[src/rtl/pack_dma_pkg.sv]
package pack_dma_pkg;
  typedef enum logic [1:0] {
    ST_IDLE = 2'd0,
    ST_RD1  = 2'd1,
    ST_RD2  = 2'd2,
    ST_WR   = 2'd3
  } seq_state_t;

  localparam int unsigned STAT_W    = 8;
  localparam int unsigned EV_W      = 4;
  localparam int unsigned SB_DONE   = 0;
  localparam int unsigned SB_SRCERR = 1;
  localparam int unsigned SB_DSTERR = 2;
  localparam int unsigned SB_UNSYNC = 3;
endpackage

[src/rtl/pack_dma_ptrs.sv]
module pack_dma_ptrs #(
  parameter int AW = 16,
  parameter int CW = 16
) (
  input  logic          clk,
  input  logic          rst_n,
  input  logic          load,
  input  logic [AW-1:0] src_base,
  input  logic [AW-1:0] dst_base,
  input  logic [CW-1:0] cnt_init,
  input  logic          step2,
  input  logic          src_adv,
  input  logic          dst_adv,
  output logic [AW-1:0] src_ptr,
  output logic [AW-1:0] dst_ptr,
  output logic [CW-1:0] cnt
);
  localparam logic [AW-1:0] INC_ONE = AW'(1);
  localparam logic [AW-1:0] INC_TWO = AW'(2);
  localparam logic [CW-1:0] CNT_ONE = CW'(1);

  logic [AW-1:0] src_q, src_d, dst_q, dst_d, src_inc;
  logic [CW-1:0] cnt_q, cnt_d;
  logic          step_q, step_d;

  assign src_inc = step_q ? INC_TWO : INC_ONE;

  always_comb begin
    src_d  = src_q;
    dst_d  = dst_q;
    cnt_d  = cnt_q;
    step_d = step_q;
    if (load) begin
      src_d  = src_base;
      dst_d  = dst_base;
      cnt_d  = cnt_init;
      step_d = step2;
    end else begin
      if (src_adv) begin
        src_d = src_q + src_inc;
        cnt_d = cnt_q - CNT_ONE;
      end
      if (dst_adv) begin
        dst_d = dst_q + INC_TWO;
      end
    end
  end

  always_ff @(posedge clk or negedge rst_n) begin
    if (!rst_n) begin
      src_q  <= '0;
      dst_q  <= '0;
      cnt_q  <= '0;
      step_q <= 1'b0;
    end else begin
      src_q  <= src_d;
      dst_q  <= dst_d;
      cnt_q  <= cnt_d;
      step_q <= step_d;
    end
  end

  assign src_ptr = src_q;
  assign dst_ptr = dst_q;
  assign cnt     = cnt_q;

  // source advances by the step chosen at load
  assert_src_step_R2: assert property (@(posedge clk) disable iff (!rst_n)
    (src_adv && !load) |=> (src_ptr == $past(src_ptr) + ($past(step_q) ? INC_TWO : INC_ONE)));

  // destination advances by two per word
  assert_dst_step_R3: assert property (@(posedge clk) disable iff (!rst_n)
    (dst_adv && !load) |=> (dst_ptr == $past(dst_ptr) + INC_TWO));

  // never read a byte with the counter already empty
  assert_no_underflow_R3: assert property (@(posedge clk) disable iff (!rst_n)
    src_adv |-> (cnt != '0));
endmodule

[src/rtl/pack_dma_seq.sv]
module pack_dma_seq
  import pack_dma_pkg::*;
#(
  parameter int CW = 16
) (
  input  logic            clk,
  input  logic            rst_n,
  input  logic            start,
  input  logic            chan_rst,
  input  logic            cnt_init_nz,
  input  logic [CW-1:0]   cnt,
  input  logic            bus_ack,
  input  logic            bus_err,
  input  logic [7:0]      bus_rdata,
  input  logic            done_in,
  output logic            load,
  output logic            src_adv,
  output logic            dst_adv,
  output logic            bus_req,
  output logic            bus_we,
  output logic [15:0]     word,
  output logic [EV_W-1:0] ev,
  output logic            busy,
  output logic            done_out
);
  localparam logic [CW-1:0] CNT_LAST = CW'(1);

  seq_state_t state_q, state_d;
  logic [7:0] hi_q, hi_d, lo_q, lo_d;
  logic       ext_q, ext_d;

  always_comb begin
    state_d = state_q;
    hi_d    = hi_q;
    lo_d    = lo_q;
    ext_d   = ext_q;
    load    = 1'b0;
    src_adv = 1'b0;
    dst_adv = 1'b0;
    ev      = '0;
    if (chan_rst) begin
      state_d = ST_IDLE;
      ext_d   = 1'b0;
    end else begin
      case (state_q)
        ST_IDLE: begin
          if (start && cnt_init_nz) begin
            load    = 1'b1;
            ext_d   = 1'b0;
            state_d = ST_RD1;
          end
        end
        ST_RD1: begin
          if (bus_err) begin
            ev[SB_SRCERR] = 1'b1;
            state_d       = ST_IDLE;
          end else if (done_in) begin
            ev[SB_UNSYNC] = 1'b1;
            state_d       = ST_IDLE;
          end else if (bus_ack) begin
            hi_d    = bus_rdata;
            lo_d    = 8'h00;
            src_adv = 1'b1;
            state_d = (cnt == CNT_LAST) ? ST_WR : ST_RD2;
          end
        end
        ST_RD2: begin
          if (bus_err) begin
            ev[SB_SRCERR] = 1'b1;
            state_d       = ST_IDLE;
          end else begin
            if (done_in) ext_d = 1'b1;
            if (bus_ack) begin
              lo_d    = bus_rdata;
              src_adv = 1'b1;
              state_d = ST_WR;
            end
          end
        end
        default: begin
          if (bus_err) begin
            ev[SB_DSTERR] = 1'b1;
            state_d       = ST_IDLE;
          end else begin
            if (done_in) ext_d = 1'b1;
            if (bus_ack) begin
              dst_adv = 1'b1;
              if ((cnt == '0) || ext_q || done_in) begin
                ev[SB_DONE] = 1'b1;
                state_d     = ST_IDLE;
              end else begin
                state_d = ST_RD1;
              end
            end
          end
        end
      endcase
    end
  end

  always_ff @(posedge clk or negedge rst_n) begin
    if (!rst_n) begin
      state_q <= ST_IDLE;
      hi_q    <= 8'h00;
      lo_q    <= 8'h00;
      ext_q   <= 1'b0;
    end else begin
      state_q <= state_d;
      hi_q    <= hi_d;
      lo_q    <= lo_d;
      ext_q   <= ext_d;
    end
  end

  assign busy     = (state_q != ST_IDLE);
  assign bus_req  = busy;
  assign bus_we   = (state_q == ST_WR);
  assign word     = {hi_q, lo_q};
  assign done_out = (state_q == ST_WR) && (cnt == '0);

  // channel-driven termination only inside a write cycle
  assert_done_out_write_R4: assert property (@(posedge clk) disable iff (!rst_n)
    done_out |-> (bus_req && bus_we));

  // an unanswered cycle stays open with the same direction
  assert_cycle_hold_R12: assert property (@(posedge clk) disable iff (!rst_n)
    (bus_req && !bus_ack && !bus_err && !done_in && !chan_rst) |=> (bus_req && bus_we == $past(bus_we)));

  // one stop cause per event
  assert_single_cause_R6: assert property (@(posedge clk) disable iff (!rst_n)
    $onehot0(ev));

  // channel reset always leaves the channel idle
  assert_rst_idle_R10: assert property (@(posedge clk) disable iff (!rst_n)
    chan_rst |=> !busy);

  // a read that is not the last byte leads to the second read
  assert_pair_R1: assert property (@(posedge clk) disable iff (!rst_n)
    (src_adv && !bus_we && cnt != CNT_LAST && state_q == ST_RD1) |=> (bus_req && !bus_we));
endmodule

[src/rtl/pack_dma_stat.sv]
module pack_dma_stat
  import pack_dma_pkg::*;
(
  input  logic              clk,
  input  logic              rst_n,
  input  logic              chan_rst,
  input  logic [EV_W-1:0]   ev,
  input  logic              wr,
  input  logic [STAT_W-1:0] wdata,
  output logic [STAT_W-1:0] status
);
  logic [EV_W-1:0] bits_q, bits_d, clr_mask;

  assign clr_mask = wr ? wdata[EV_W-1:0] : '0;

  always_comb begin
    if (chan_rst) bits_d = '0;
    else          bits_d = (bits_q & ~clr_mask) | ev;
  end

  always_ff @(posedge clk or negedge rst_n) begin
    if (!rst_n) bits_q <= '0;
    else        bits_q <= bits_d;
  end

  assign status = {{(STAT_W-EV_W){1'b0}}, bits_q};

  // a one written clears its bit unless a new event sets it
  assert_w1c_R9: assert property (@(posedge clk) disable iff (!rst_n)
    (wr && !chan_rst) |=> ((status[EV_W-1:0] & $past(wdata[EV_W-1:0]) & ~$past(ev)) == '0));

  // without a write, no bit is lost
  assert_keep_R9: assert property (@(posedge clk) disable iff (!rst_n)
    (!wr && !chan_rst) |=> ((status[EV_W-1:0] & $past(status[EV_W-1:0])) == $past(status[EV_W-1:0])));

  // channel reset empties the status
  assert_rst_clear_R10: assert property (@(posedge clk) disable iff (!rst_n)
    chan_rst |=> (status == '0));
endmodule

[src/rtl/pack_dma.sv]
module pack_dma
  import pack_dma_pkg::*;
#(
  parameter int AW = 16,
  parameter int CW = 16
) (
  input  logic              clk,
  input  logic              rst_n,
  input  logic              start,
  input  logic              chan_rst,
  input  logic              src_step2,
  input  logic [AW-1:0]     src_base,
  input  logic [AW-1:0]     dst_base,
  input  logic [CW-1:0]     byte_count,
  input  logic              stat_wr,
  input  logic [STAT_W-1:0] stat_wdata,
  output logic [STAT_W-1:0] status,
  output logic              busy,
  output logic              bus_req,
  output logic              bus_we,
  output logic [AW-1:0]     bus_addr,
  output logic [15:0]       bus_wdata,
  input  logic [7:0]        bus_rdata,
  input  logic              bus_ack,
  input  logic              bus_err,
  input  logic              done_in,
  output logic              done_out
);
  logic            load, src_adv, dst_adv;
  logic [AW-1:0]   src_ptr, dst_ptr;
  logic [CW-1:0]   cnt;
  logic [EV_W-1:0] ev;

  pack_dma_ptrs #(.AW(AW), .CW(CW)) u_ptrs (
    .clk      (clk),
    .rst_n    (rst_n),
    .load     (load),
    .src_base (src_base),
    .dst_base (dst_base),
    .cnt_init (byte_count),
    .step2    (src_step2),
    .src_adv  (src_adv),
    .dst_adv  (dst_adv),
    .src_ptr  (src_ptr),
    .dst_ptr  (dst_ptr),
    .cnt      (cnt)
  );

  pack_dma_seq #(.CW(CW)) u_seq (
    .clk         (clk),
    .rst_n       (rst_n),
    .start       (start),
    .chan_rst    (chan_rst),
    .cnt_init_nz (byte_count != '0),
    .cnt         (cnt),
    .bus_ack     (bus_ack),
    .bus_err     (bus_err),
    .bus_rdata   (bus_rdata),
    .done_in     (done_in),
    .load        (load),
    .src_adv     (src_adv),
    .dst_adv     (dst_adv),
    .bus_req     (bus_req),
    .bus_we      (bus_we),
    .word        (bus_wdata),
    .ev          (ev),
    .busy        (busy),
    .done_out    (done_out)
  );

  pack_dma_stat u_stat (
    .clk      (clk),
    .rst_n    (rst_n),
    .chan_rst (chan_rst),
    .ev       (ev),
    .wr       (stat_wr),
    .wdata    (stat_wdata),
    .status   (status)
  );

  assign bus_addr = bus_we ? dst_ptr : src_ptr;

  // a start while busy never reloads the pointers
  assert_start_busy_R11: assert property (@(posedge clk) disable iff (!rst_n)
    (busy && start && !chan_rst && !bus_ack && !bus_err && !done_in) |=> ($stable(bus_addr)));
endmodule

[config.mk]
export PLATFORM = sky130hd
export DESIGN_NAME = pack_dma
export DESIGN_NICKNAME = d
export VERILOG_FILES = /design/src/rtl/pack_dma_pkg.sv /design/src/rtl/pack_dma_ptrs.sv /design/src/rtl/pack_dma_seq.sv /design/src/rtl/pack_dma_stat.sv /design/src/rtl/pack_dma.sv
export SDC_FILE = /design/constraint.sdc
export NUM_CORES = 1
export LEC_CHECK = 0
export BUFFER_PORTS_ARGS = -buffer_cell sky130_fd_sc_hd__buf_2
export CORE_ASPECT_RATIO = 0.5
export CORE_UTILIZATION = 34
export DETAILED_ROUTE_END_ITERATION = 12
export GPL_ROUTABILITY_DRIVEN = 0
export PLACE_DENSITY_LB_ADDON = 0.3
export SLEW_MARGIN = 20
export SYNTH_ARGS = -nofsm -noshare
export SYNTH_HDL_FRONTEND = slang
export SYNTH_SLANG_ARGS = --single-unit
[constraint.sdc]
create_clock -name clk -period 5.99 [get_ports clk]
set_clock_uncertainty 0.05 [all_clocks]
set_input_delay 1.198 -clock clk [delete_from_list [all_inputs] [get_ports clk]]
set_output_delay 1.198 -clock clk [all_outputs]
set_load 0.05 [all_outputs]
======== Yosys cells after proc, flatten, opt, wreduce, memory -nomap -nowiden ========
Index checks and enable logic that the tools add are counted.
word-level totals
  register bits ........................... 72
  input bits .............................. 73
  output and inout port bits .............. 44
  logic and storage cells ................. 106
operators by class
  add/subtract/negate cells ............... 3
  equality and inequality tests ........... 14
  muxes and demuxes ....................... 55
  bitwise gates (word level) .............. 6
  reductions and logical operators ........ 19
operators with widths
  cell                                                  count
  2-to-1 mux 16 bit                                     7
  2-to-1 mux 8 bit                                      5
  2-to-1 mux 1 bit                                      26
  2-to-1 mux 2 bit                                      10
  adder 16 bit                                          1
  adder 16 x 2 -> 16 bit, second input constant         1
  equality test 16 x 1 -> 1 bit, second input constant  1
  logical NOT 16 bit                                    1
  case mux 8 bit (2 select lines)                       1
  nonzero test 16 bit                                   1
  subtractor 16 x 1 -> 16 bit, second input constant    1
  2-to-1 mux 4 bit                                      3
  != test 2 bit, second input constant                  6
  AND reduction 4 bit                                   2
  nonzero test 2 bit                                    4
  AND reduction 7 bit                                   1
  != test 3 x 2 -> 1 bit, second input constant         2
  case mux 2 bit (3 select lines)                       1
  != test 5 bit, second input constant                  1
  AND reduction 5 bit                                   1
  nonzero test 5 bit                                    1
  bitwise AND 4 bit                                     1
  equality test 2 bit, second input constant            2
  != test 4 bit, second input constant                  1
  other kinds (11)                                      16

======== Logic depth before layout (Yosys ltp) ========
Gate-level depths: netlist of run 1.
  depth after elaboration ................. 10
  depth in mapped cells ................... 9
  gate-level depth less buffers ........... 7

======== Hierarchy ========
Synthesis of run 1 repeated with hierarchy kept, for this count alone.
unflattened totals
  cell total of the unflattened synthesis .. 446
  area, all modules ....................... 4202.8 µm²
modules (own cells, without submodules)
  module         instances  cells an instance  area an instance (µm²)  sequential area each (µm²)
  pack_dma_ptrs  1          294                2698.8                  1226.2
  pack_dma_seq   1          108                1024.7                  475.5
  pack_dma       1          23                 280.3                   0.0
  pack_dma_stat  1          21                 198.9                   100.1

======== Worst setup path before layout of run 1 ========
No wires, ideal clock.
  kind .................................... reg2out
  start ................................... register u_seq.state_q[0]
  end ..................................... output port bus_addr[14]
  data arrival time ....................... 2.232 ns
  slack ................................... 2.510 ns
  cell stages (with the launch flop) ...... 4
  cells stage by stage .................... dfrtp_1 > ha_1 > clkbuf_1 > o21ai_0
on the way
  word-level cells in the longest chain between the ends .. 2
RTL lines
  element                 RTL line             text
  start, declared         pack_dma_seq.sv:28   seq_state_t state_q, state_d;
  start signal, assigned  pack_dma_seq.sv:108  state_q <= state_d;
  equality test 2 bit     pack_dma_seq.sv:117  assign bus_we = (state_q == ST_WR);
  via bus_we              pack_dma.sv:20       output logic bus_we,
  2-to-1 mux 16 bit       pack_dma.sv:81       assign bus_addr = bus_we ? dst_ptr : src_ptr;
  end, declared           pack_dma.sv:21       output logic [AW-1:0] bus_addr,
The timed path passes the listed nets, and every way through them passes these cells.

======== Worst setup path after layout of run 1 ========
  start ................................... register u_seq.state_q[0]
  end ..................................... output port bus_addr[4]
on the way
  word-level cells in the longest chain between the ends .. 2
RTL lines
  element              RTL line
  equality test 2 bit  pack_dma_seq.sv:117
  2-to-1 mux 16 bit    pack_dma.sv:81
No other way between the ends.

==> results of run 1 <==
## registers in the layout, indices dropped and copies added, names as in the netlist
name,count
u_ptrs.cnt,16
u_ptrs.dst_ptr,16
u_ptrs.src_ptr,16
u_ptrs.step_q,1
u_seq.ext_q,1
u_seq.hi_q,8
u_seq.lo_q,8
u_seq.state_q,2
u_stat.bits_q,4
## area by class of cell
cell class | instances | share of cell area [%]
clock inverters | 7 | 1.407
repair buffers | 111 | 10.97
flip-flops and latches | 72 | 34.93
multi-input cells | 329 | 42.79
clock buffers | 9 | 4.367
well taps | 165 | 4.003
inverters | 21 | 1.528
## cell usage after synthesis (2+ instances only)
master | instances | area [µm²]
nor2_1 | 63 | 236.5
xor2_1 | 19 | 166.4
nand4_1 | 10 | 62.56
nor3_1 | 7 | 35.03
clkbuf_1 | 8 | 30.03
ha_1 | 10 | 125.1
or4_1 | 2 | 15.01
a41oi_1 | 2 | 17.52
xnor2_1 | 23 | 201.4
dfrtp_1 | 72 | 1802
nor4_1 | 12 | 75.07
o21ai_0 | 12 | 60.06
o31ai_1 | 2 | 15.01
a21oi_1 | 45 | 225.2
a21oi_2 | 2 | 17.52
buf_2 | 12 | 60.06
nor3_2 | 3 | 30.03
and2_1 | 2 | 12.51
and4_1 | 4 | 35.03
mux2i_1 | 2 | 20.02
buf_4 | 5 | 37.54
mux2_2 | 20 | 225.2
o21a_1 | 2 | 15.01
and3_1 | 2 | 12.51
o41ai_1 | 2 | 17.52
nor4_4 | 2 | 42.54
o21ai_1 | 2 | 10.01
mux2_1 | 4 | 45.04
inv_1 | 20 | 75.07
a22oi_1 | 2 | 15.01
nand3_1 | 18 | 90.09
o211ai_1 | 2 | 15.01
a31oi_1 | 2 | 12.51
nand4b_1 | 2 | 17.52
nand2_1 | 25 | 93.84
## per-stage QoR
stage / util, % / total power (W)
after floorplan: - / 0.001484
after global placement: 40.66 / 0.001696
after detailed placement: 40.66 / 0.001713
after CTS: 43.15 / 0.002262
after global routing: 43.17 / 0.002382
final: 43.17 / 0.002240
## power breakdown
group | switching [W] | leakage, nW | internal, W | total [W]
sequential | 0.000176 | 0.843 | 0.000644 | 0.000820
clock | 0.000214 | 0.141 | 0.000322 | 0.000536
combinational | 0.000585 | 1.21 | 0.000299 | 0.000884
## logic make-up (layout without fill, tap and decap cells)
| kind of cell | Yosys count | count (layout) | synth area share (%) |
|---|---|---|---|
| and+or+nand+nor | 162 | 162 | 20.26 |
| AOI/OAI and AO/OA | 84 | 84 | 12.66 |
| DFF | 72 | 72 | 42.70 |
| buffers and inverters | 48 | 148 | 5.249 |
| xor gates and xnor gates | 42 | 42 | 8.719 |
| muxes | 26 | 26 | 6.880 |
| adders and majority gates | 11 | 11 | 3.440 |
| other | 1 | 4 | 0.08888 |
## layout by cell type, fill, tap and decap left out, types with 3 or more instances in the layout
| master | Yosys | final |
|---|---|---|
| a21oi_1 | 45 | 45 |
| and4_1 | 4 | 4 |
| buf_2 | 12 | 107 |
| buf_4 | 5 | 4 |
| clkbuf_16 | 0 | 9 |
| conb_1 | 1 | 4 |
| dfrtp_1 | 72 | 72 |
| ha_1 | 10 | 10 |
| inv_1 | 20 | 20 |
| mux2_1 | 4 | 4 |
| mux2_2 | 20 | 20 |
| nand2_1 | 25 | 25 |
| nand3_1 | 18 | 18 |
| nand4_1 | 10 | 10 |
| nor2_1 | 63 | 63 |
| nor3_1 | 7 | 7 |
| nor3_2 | 3 | 3 |
| nor4_1 | 12 | 12 |
| o21ai_0 | 12 | 12 |
| xnor2_1 | 23 | 23 |
| xor2_1 | 19 | 19 |
## routing by layer
metal / track usage, % / vias up / part of all wire (%)
li1: - / 1753 / -
met1: 22.87 / 1690 / 50
met2: 26.90 / 77 / 44
met3: 5.107 / 4 / 5.2
met4: 3.750 / 0 / 0.49
met5: 0 / - / 0
## worst max path at each step
stage | from | to | slack (ns) | cells after the start
3_5_place_dp | byte_count[11] | u_ptrs.step_q | 2.68 | 6
2_1_floorplan | u_seq.state_q[0] | bus_addr[14] | 2.51 | 3
3_3_place_gp | byte_count[11] | u_ptrs.dst_ptr[0] | 2.63 | 6
6_report | u_seq.state_q[0] | bus_addr[4] | 2.46 | 3
5_1_grt | u_seq.state_q[1] | bus_addr[1] | 2.33 | 4
4_1_cts | u_seq.state_q[0] | bus_addr[3] | 2.47 | 3
==> reports/results.txt, run 1 <==
For the antenna diode count, the log shows 0. The run gives 3388 as the number of global-route vias before repair. The startpoint identified for the worst hold timing path is u_seq.hi_q[7]. The die width works out to 159.5 µm. The final-report hold violation count came out at 0.

In this run, placement finished with an instance count of 698. Detailed placement ended at an HPWL of 7.644 mm. In this run, post-CTS hold repair placed 0 buffers. On the worst path, the slowest cell contributes a delay of 0.84 ns. The detail-routed via count per cell came out at 4.936.

The critical path goes through ha_1, mux2_2, buf_2. The row count came out at 28. The floorplan step defined a die boundary enclosing 0.01289 mm². The worst register-to-register path has a depth of 7. Clock-pin slew was measured on the worst setup and hold paths at 0.06 ns.

The run gives 9 as the number of clock buffers inserted by TritonCTS. The endpoint of the worst hold path was u_seq.hi_q[7]. The routed wirelength normalized by instance count works out to 14.64 µm. The count of cells in the finished layout, fillers not included, comes to 714. Required time of the worst setup path: 4.74 ns. The tools report the total wire length as 10.45 mm.

Summing all placed instances gives a cell area of 0.004857 mm². The area added between synthesis and finish is 22.24%, and the accumulated negative setup slack is 0 ns. In this run the critical register-to-register path is launched from u_seq.state_q[0]. The pre-antenna-repair detailed-routing pass consisted of 4 iterations. For this run, the register share of the synthesized area comes to 42.70%.

The largest individual stage delay along the critical path comes from the cell ha_1. The sequential cells in the finished layout cover a total of 0.001802 mm². For this configuration, the core starts out at a cell density of 35.32%. Of the available clock period, the critical path in the final layout requires 58.86%. The category of the critical setup timing path was reg2out. Buffers added to address setup during post-CTS repair amount to 0. The core area was 0.01195 mm²; the fraction of registers with async set or reset after synthesis was 100.0%. At the worst endpoint, the arrival time is 2.28 ns. The tools report the wire length of the first global-routing pass as 17.01 mm. Cells with a size suffix above 1 make up 29.51% of the layout.

STA classifies the critical path startpoint as a flop. The buffer and inverter count on the worst path works out to 1. The die extent in y came out at 80.77 µm.

Setup slack on the worst reg-to-reg path comes out at 3.52 ns. The multi-input gate area in the final layout was 0.002207 mm²; the reported leakage power was 2.199 nW. The total of endpoints with negative setup slack in the final report is 0. Max-cap violations in this run came to 0. The number of different library cells in the post-synthesis netlist is 59. Clock insertion delay at the later pin of the skew report: 0.33 ns. STA classifies the critical path endpoint as an output pin.

Worst hold margin: 0.4511 ns. During synthesis, Yosys emitted a total of 0 warnings. Timing would allow up to 283.6 MHz. The highest ir drop seen on vdd is 0.2228 mV, and the via count is 3524.

For the pin with the worst max-slew slack, the measured transition is 0.9795 ns. Root buffer cell: clkbuf_16. TritonCTS built the clock tree.

In this run the number of H-tree levels came out at 3. For the number of antenna violations at the first check in global routing, the log shows 0. Setup repair after global routing left no endpoint under its margin. For this block, the initial DRC count from the detailed router was 214. The finished cells cover 0.005157 mm².

117 I/O pins were placed. The number of buffers between clock root and the deepest sink was 2. The top flip-flop cell by instance count after synthesis is dfrtp_1.

In this run the tightest slew margin relative to its limit is 34.70%. The count of nets left with antenna violations once routing finished came out at 0. The run finished with clean final reports. Entering global routing, the biggest net connects 57 pins. In this run the worst path has a maximum fanout of 23.

The synthesized area was 0.004219 mm²; the post-placement worst setup slack was 2.679 ns. For the final worst slack, the log shows 2.464 ns. The DRC violation count after routing is 0, and the remaining global-route overflow is 0.

Yosys mapped a number of flops with a built-in enable equal to 0. Number of cells traversed by the worst hold path: 1. The endpoint identified for the worst register-to-register timing path is u_seq.lo_q[5].

The smallest clock period supported by the final layout is computed as 3.526 ns. In this run, post-CTS repair resized a total of 0 instances. Each instance of the synthesized netlist takes up on average 9.460 µm². The final-report max-slew violation count was 0; the number of nets at the end of the flow was 628. The synthesis-stage register bit count works out to 72.

The run gives 16.95% as the global-route total usage across every layer. The total power density per cell area works out to 434.3 mW/mm². The fill cell instance count of the final layout was 1204.

Buffers placed on the I/O ports in this run total 108. The gate count after technology mapping came out at 446. The kind of cell with the highest combined delay along the critical path is adder cells. For the total number of clock tree sinks, the log shows 72.

Type of the most critical hold path: reg2reg.
(Power assumes the default switching activity.)
==> run 2: changes to the inputs <==
==> constraint.sdc (replaced) <==
create_clock -name clk -period 3.05 [get_ports clk]
set_clock_uncertainty 0.05 [all_clocks]
set_input_delay 0.61 -clock clk [delete_from_list [all_inputs] [get_ports clk]]
set_output_delay 0.61 -clock clk [all_outputs]
set_load 0.05 [all_outputs]
==> run 2 against run 1 <==
Against the previous run:
- cell count increased by 0.98%
- worst hold slack worse by 0.23 ns
- critical path depth grew 1
- largest power group unchanged
==> reports/results.txt, run 2 (same netlist as run 1, synthesis figures left out) <==
The final-report hold violation count came out at 0 (unchanged). Number of top-level pins: 117 (unchanged). The run gives 0.4863 mV (+120%) as the highest ir drop seen on vdd. The type of destination of the critical path was an output pin.

The final-report max-slew violation count came out at 0 (unchanged). The tools report the clock insertion delay at the later pin of the skew report as 0.34 ns (about the same). The root buffer cell was clkbuf_16. The logs give 4.596 mm (-0.78%) for the met2 wire length and 10.64 mm (+1.8%) for the total wire length.

Area added between synthesis and finish: 24.64%. In this run the critical register-to-register path is launched from u_seq.state_q[1]. The reported leakage power came out at 2.253 nW (+2.4%). The tools report the detailed-router iteration count before antenna repair as 4 (unchanged). The wire length of the first global-routing pass is 17.47 mm (+2.7%), and the total power density per cell area is 858.3 mW/mm² (+98%). Worst reg2reg path depth: 6 (-1). The logs give 44.02% (+0.85 points) for the final core area utilization and 0 (unchanged) for the remaining global-route overflow. The required time of the worst setup path is 2.39 ns (-2.35 ns). The detail-routed via count per cell works out to 4.979 (+0.88%). Fmax: 349.0 MHz. The run gives 0.001928 W (+98%) as the switching power summed over all nets. The row count was 28 (unchanged); the relative slew slack was 60.56% (+26 points). TritonCTS built the clock tree. The library cell used most frequently in the layout, excluding fill and tap cells, is buf_2. Setup repair after global routing left no endpoint under its margin. The logs give 72 (unchanged) for the total number of clock tree sinks and 39.0% (-0.5 points) for the part of the power in combinational logic. The die extent in y came out at 80.77 µm (unchanged). The final critical-path share of the clock period came out at 93.94%.

The run gives 7.830 mm (+2.4%) as the detailed placer's ending HPWL. Antenna diode count: 0 (unchanged). The tightest min-delay check is of the in2async type. The endpoint identified for the worst register-to-register timing path is u_seq.hi_q[1]. The switching share of power works out to 42.71% (-0.79 points). The post-detailed-route count of antenna-violating nets is 0 (unchanged).

The run gives 0.01289 mm² (unchanged) as the floorplan die area. The hold buffer count at CTS came out at 0 (unchanged). Number of global-route vias before repair: 3490 (+3.0%).

The detailed router used layers up to and including met4. The flow ran to the end, and the final reports show no timing, DRC or antenna violations. Category of the critical setup timing path: reg2out. The library cells used most frequently in the layout, excluding fill and tap cells, are buf_2 (107), dfrtp_1 (72), nor2_1 (63). The number of nets at the end of the flow is 635 (+1.1%), and the first-iteration detailed-routing DRC count is 158 (-26%).

The die width was 159.5 µm (unchanged); the via count was 3590 (+1.9%). The count of buffers from port buffering was 108 (unchanged); the DRC violation count after routing was 0 (unchanged). The placed standard-cell area came out at 0.004935 mm² (+1.6%).

Core area: 0.01195 mm² (unchanged). The clock share of power was 25.3% (+1.4 points). The run gives 0 (unchanged) as the setup fix buffers added after clock tree synthesis.

Number of antenna violations at the first check in global routing: 0 (unchanged). The max-cap violation count is 0 (unchanged). The accumulated negative setup slack was 0 ns (unchanged); the count of H-tree levels built during CTS was 3 (unchanged). The final total power is 0.004514 W (+100%). The clock-pin slew reported for the worst setup and hold paths after clock tree synthesis was 0.06 ns (about the same). Effective utilization at floorplan: 35.32% (unchanged). Sequential share of power: 35.7% (-0.9 points). Tracing the worst setup path back leads to its startpoint at u_ptrs.cnt[9]. The internal reg-to-reg setup slack was 0.60 ns (-2.92 ns). Internal power: 0.002586 W (+100%). The logs give 17.33% (+0.38 points) for the global-route total usage across every layer and 2.21 ns (-0.07 ns) for the arrival time at the worst endpoint. Following the worst setup path forward leads to its endpoint at done_out.

The worst setup path is launched from a flop. Area of all placed cells without fillers: 0.005259 mm² (+2.0%). The fraction of layout cells with a size suffix above 1 is 30.40% (+0.89 points). The run gives 0.2191 ns (-0.2321 ns) as the worst hold margin. Shortest period the worst path allows: 2.865 ns. The tools report the total of endpoints with negative setup slack in the final report as 0 (unchanged).

The largest net degree at the start of global routing came out at 44 (-23%). The routed length on met3 was 492 µm (-9.1%). The measured slew at the worst slew-check pin came out at 0.5916 ns (-0.3879 ns). The tools report the number of clock buffers inserted by TritonCTS as 9 (unchanged). The maximum fanout count along the critical path is 6 (-74%). The routed wirelength normalized by instance count came out at 14.75 µm (+0.76%).

The wire length the detailed router placed on met1 was 5.456 mm (+4.4%); the number of buffers between clock root and the deepest sink was 2 (unchanged). Post-CTS resize count: 0 (unchanged).
run 2: changes by cell type in the layout (fill, tap and decap cells not counted):
cell	change
buf_12	+2
buf_4	+5
bufinv_16	+1
clkinv_2	-1
clkinv_4	-1
clkinvlp_4	+1
run 2: critical path, cell delays in order, from the launching register on:
cell and delay (ns):
dfrtp_1 0.43, or4_1 0.70, nor3_2 0.33, and2_1 0.17, buf_2 0.25
run 2: stage by stage:
stage | setup slack (ns) | std cells
after CTS | 0.1705 | 721
after detailed placement | 0.4188 | 705
after floorplan | 0.1578 | 449
after global placement | 0.4007 | 705
final | 0.1848 | 721
after global routing | 0.1046 | 721
run 2: power by group through the flow:
| stage | logic [W] | clock network [W] | registers, W |
|---|---|---|---|
| finish | 0.00176 | 0.00114 | 0.00161 |
| CTS | 0.00178 | 0.00116 | 0.00161 |
| global route | 0.00192 | 0.00120 | 0.00167 |
| detailed placement | 0.00177 | 0 | 0.00162 |
| floorplan | 0.00115 | 0 | 0.00176 |
| global placement | 0.00174 | 0 | 0.00161 |
run 2: worst min-delay path by stage:
stage	to	slack, ns
final	u_ptrs.cnt[9]	0.22
after global routing	u_ptrs.cnt[7]	0.27
after CTS	u_ptrs.cnt[7]	0.43
after detailed placement	u_ptrs.dst_ptr[0]	0.43
after global placement	u_ptrs.dst_ptr[0]	0.42
after floorplan	u_ptrs.cnt[0]	0.26
run 2: final cells by class:
type	count	area, µm²
timing repair buffer	118	643.1
clock inverter	7	96.34
tap	165	206.4
inverter	21	78.83
fill	1199	6688
clock buffer	9	225.2
sequential	72	1802
multi-input combinational	329	2207
run 2: routing by layer:
| layer | GRT usage [%] | vias to the layer above |
|---|---|---|
| li1 | - | 1764 |
| met1 | 23.96 | 1731 |
| met2 | 27.25 | 85 |
| met3 | 4.443 | 10 |
| met4 | 4.135 | 0 |
| met5 | 0 | - |
==> run 3: changes to the inputs <==
--- a/config.mk
+++ b/config.mk
@@ -6,6 +6,8 @@
 export NUM_CORES = 1
 export LEC_CHECK = 0
 export BUFFER_PORTS_ARGS = -buffer_cell sky130_fd_sc_hd__buf_2
+export CELL_PAD_IN_SITES_DETAIL_PLACEMENT = 0
+export CELL_PAD_IN_SITES_GLOBAL_PLACEMENT = 1
 export CORE_ASPECT_RATIO = 0.5
 export CORE_UTILIZATION = 34
 export DETAILED_ROUTE_END_ITERATION = 12
==> run 3 against run 2 <==
Against the previous run:
- sequential share of layout area grew 0.16 points
- worst setup slack gained 0.0014 ns
- die area is the same
- worst hold slack gained 0.032 ns
- global-route usage grew 0.77 points
- design area shrank 0.48%
- wire length grew 5.0%
- register-to-register slack gained 0.10 ns
- critical endpoint unchanged
==> reports/results.txt, run 3 (same netlist as run 1, synthesis figures left out) <==
The run gives 9 (unchanged) as the number of clock buffers inserted by TritonCTS. The die width was 159.5 µm (unchanged); the max-cap violation count was 0 (unchanged). For the met2 track utilization from global routing, the log shows 25.98% (-1.3 points). The tools report the core area as 0.01195 mm² (unchanged). The row count came out at 28 (unchanged).

The maximum fanout count along the critical path was 6 (unchanged). The antenna diode count was 0 (unchanged). The top cell types in the final layout, fill and taps aside, are buf_2 (108), dfrtp_1 (72), nor2_1 (63).

The fraction of layout cells with a size suffix above 1 is 30.27% (-0.13 points), and the wire length of the first global-routing pass is 17.93 mm (+2.7%). The run gives 0 (unchanged) as the total of endpoints with negative setup slack in the final report. Traced cell by cell, the critical path runs through or4_1, nor3_2, and2_1, buf_2. The tools report the end of the worst register-to-register path as u_seq.hi_q[1]. The reported leakage power was 2.252 nW (about the same). The total number of clock tree sinks is 72 (unchanged). The run gives 2.20 ns (about the same) as the arrival time at the worst endpoint. Compared with the post-synthesis result, the final layout area differs by 24.05%. The run gives 0.33 ns (about the same) as the clock insertion delay at the later pin of the skew report. The logs give 117 (unchanged) for the number of top-level pins and 26.31% (+2.3 points) for the met1 routing resource usage after global routing. The tools report the final-report max-slew violation count as 0 (unchanged).

The clock-pin slew reported for the worst setup and hold paths after clock tree synthesis is 0.06 ns (about the same), and the count of buffers from port buffering is 108 (unchanged). The run gives 0 (unchanged) as the post-detailed-route count of antenna-violating nets. The final-report hold violation count was 0 (unchanged); the detailed placer's ending HPWL was 8.105 mm (+3.5%). The measured slew at the worst slew-check pin was 0.6120 ns (+0.02041 ns); the number of nets at the end of the flow was 634 (-0.16%). Type of the most critical hold path: in2async. Fill cell instance count of the final layout: 1217 (+1.5%). The worst reg2reg path depth came out at 6 (unchanged).

The logs give 35.32% (unchanged) for the effective utilization at floorplan and 0 (unchanged) for the hold buffer count at CTS. Post-CTS resize count: 0 (unchanged). Setup repair after global routing left no endpoint under its margin. Clock tree synthesis selected as its root buffer the cell clkbuf_16.

TritonCTS built the clock tree. The run gives 0 (unchanged) as the remaining global-route overflow. The required time of the worst setup path came out at 2.39 ns (about the same).

The die extent in y works out to 80.77 µm (unchanged). Leaving out fill and tap cells, the most frequent cell in the layout is buf_2. The run gives 0.70 ns (+0.10 ns) as the internal reg-to-reg setup slack. The logs give 3550 (-1.1%) for the via count and 0 (unchanged) for the DRC violation count after routing. Slowest cell on the critical path: or4_1.

The count of H-tree levels built during CTS is 3 (unchanged), and the global-route total usage across every layer is 18.10% (+0.77 points). The met3 usage came out at 5.975% (+1.5 points). Delay contributed by the slowest stage of the critical path: 0.70 ns (about the same). For the detailed-router iteration count before antenna repair, the log shows 4 (unchanged).

The worst register-to-register path begins at u_seq.state_q[1]. The number of buffers between clock root and the deepest sink was 2 (unchanged). The final core area utilization came out at 43.81% (-0.21 points). Total power density per cell area: 842.5 mW/mm² (-1.8%). The run gives 0.4360 ns (+0.01726 ns) as the post-placement worst setup slack. STA classifies the critical path startpoint as a flop.

The flow ran to the end, and the final reports show no timing, DRC or antenna violations. The final critical-path share of the clock period came out at 93.90% (about the same). The run gives 0.5595 mV (+15%) as the highest ir drop seen on vdd.

For the first-iteration detailed-routing DRC count, the log shows 182 (+15%). Total wire length: 11.17 mm (+5.0%). The fmax is 349.2 MHz (about the same).

The run gives 2 (+2) as the number of antenna violations at the first check in global routing. The most critical setup path has its startpoint at u_ptrs.cnt[9]. The tools report the floorplan die area as 0.01289 mm² (unchanged). The area of all placed cells without fillers is 0.005234 mm² (-0.48%).

The worst setup path is of the reg2out kind. Accumulated negative setup slack: 0 ns (unchanged). Most used routing layer in global routing: met1. STA classifies the critical path endpoint as an output pin.

The final worst slack was 0.1862 ns (+0.001421 ns); the relative slew slack was 59.16% (-1.4 points). The number of global-route vias before repair was 3364 (-3.6%). The detail-routed via count per cell was 4.931 (-0.98%); the setup fix buffers added after clock tree synthesis was 0 (unchanged). The routed wirelength normalized by instance count is 15.51 µm (+5.2%). Placed standard-cell area: 0.004940 mm² (+0.10%). The shortest period the worst path allows is 2.864 ns (-0.001421 ns), and the largest net degree at the start of global routing is 73 (+66%).
run 3: stage by stage:
step,hold WS (ns),total power [W],instances
final,0.2510,0.004409,720
after global routing,0.2816,0.004677,720
after CTS,0.2709,0.004457,720
after detailed placement,0.4318,0.003398,704
after floorplan,0.2644,0.002914,449
after global placement,0.4206,0.003376,704
run 3: area by class of cell:
cell class,instances,area (µm²),area share [%]
timing repair buffer,117,645.6,12.34
multi-input combinational,329,2207,42.17
clock inverter,4,27.53,0.5259
tap,165,206.4,3.945
clock buffer,12,266.5,5.092
inverter,21,78.83,1.506
sequential,72,1802,34.43
run 3: report_power, final:
group          total (W)  switching, W  internal [W]
logic            0.00176       0.00115      0.000607
registers        0.00162      0.000357       0.00126
clock network    0.00103      0.000412      0.000617
total            0.00441       0.00192       0.00249
run 3: worst max-delay path by stage:
stage / endpoint / slack (ns)
after floorplan: bus_addr[14] / 0.16
after global placement: u_ptrs.cnt[8] / 0.35
after detailed placement: u_ptrs.cnt[3] / 0.44
after CTS: done_out / 0.18
after global routing: done_out / 0.1
final: done_out / 0.19
run 3: per-layer routing:
layer  part of all wire (%)  wire length [µm]
met5                  0.090                10
met2                     41              4541
met3                    6.9               776
met1                     52              5784
met4                   0.51                57
run 3: critical path: cells and delay by family (launching register included):
family | cells | cell delay (ns)
buf+inv | 1 | 0.26
flops | 1 | 0.41
simple gates | 3 | 1.20
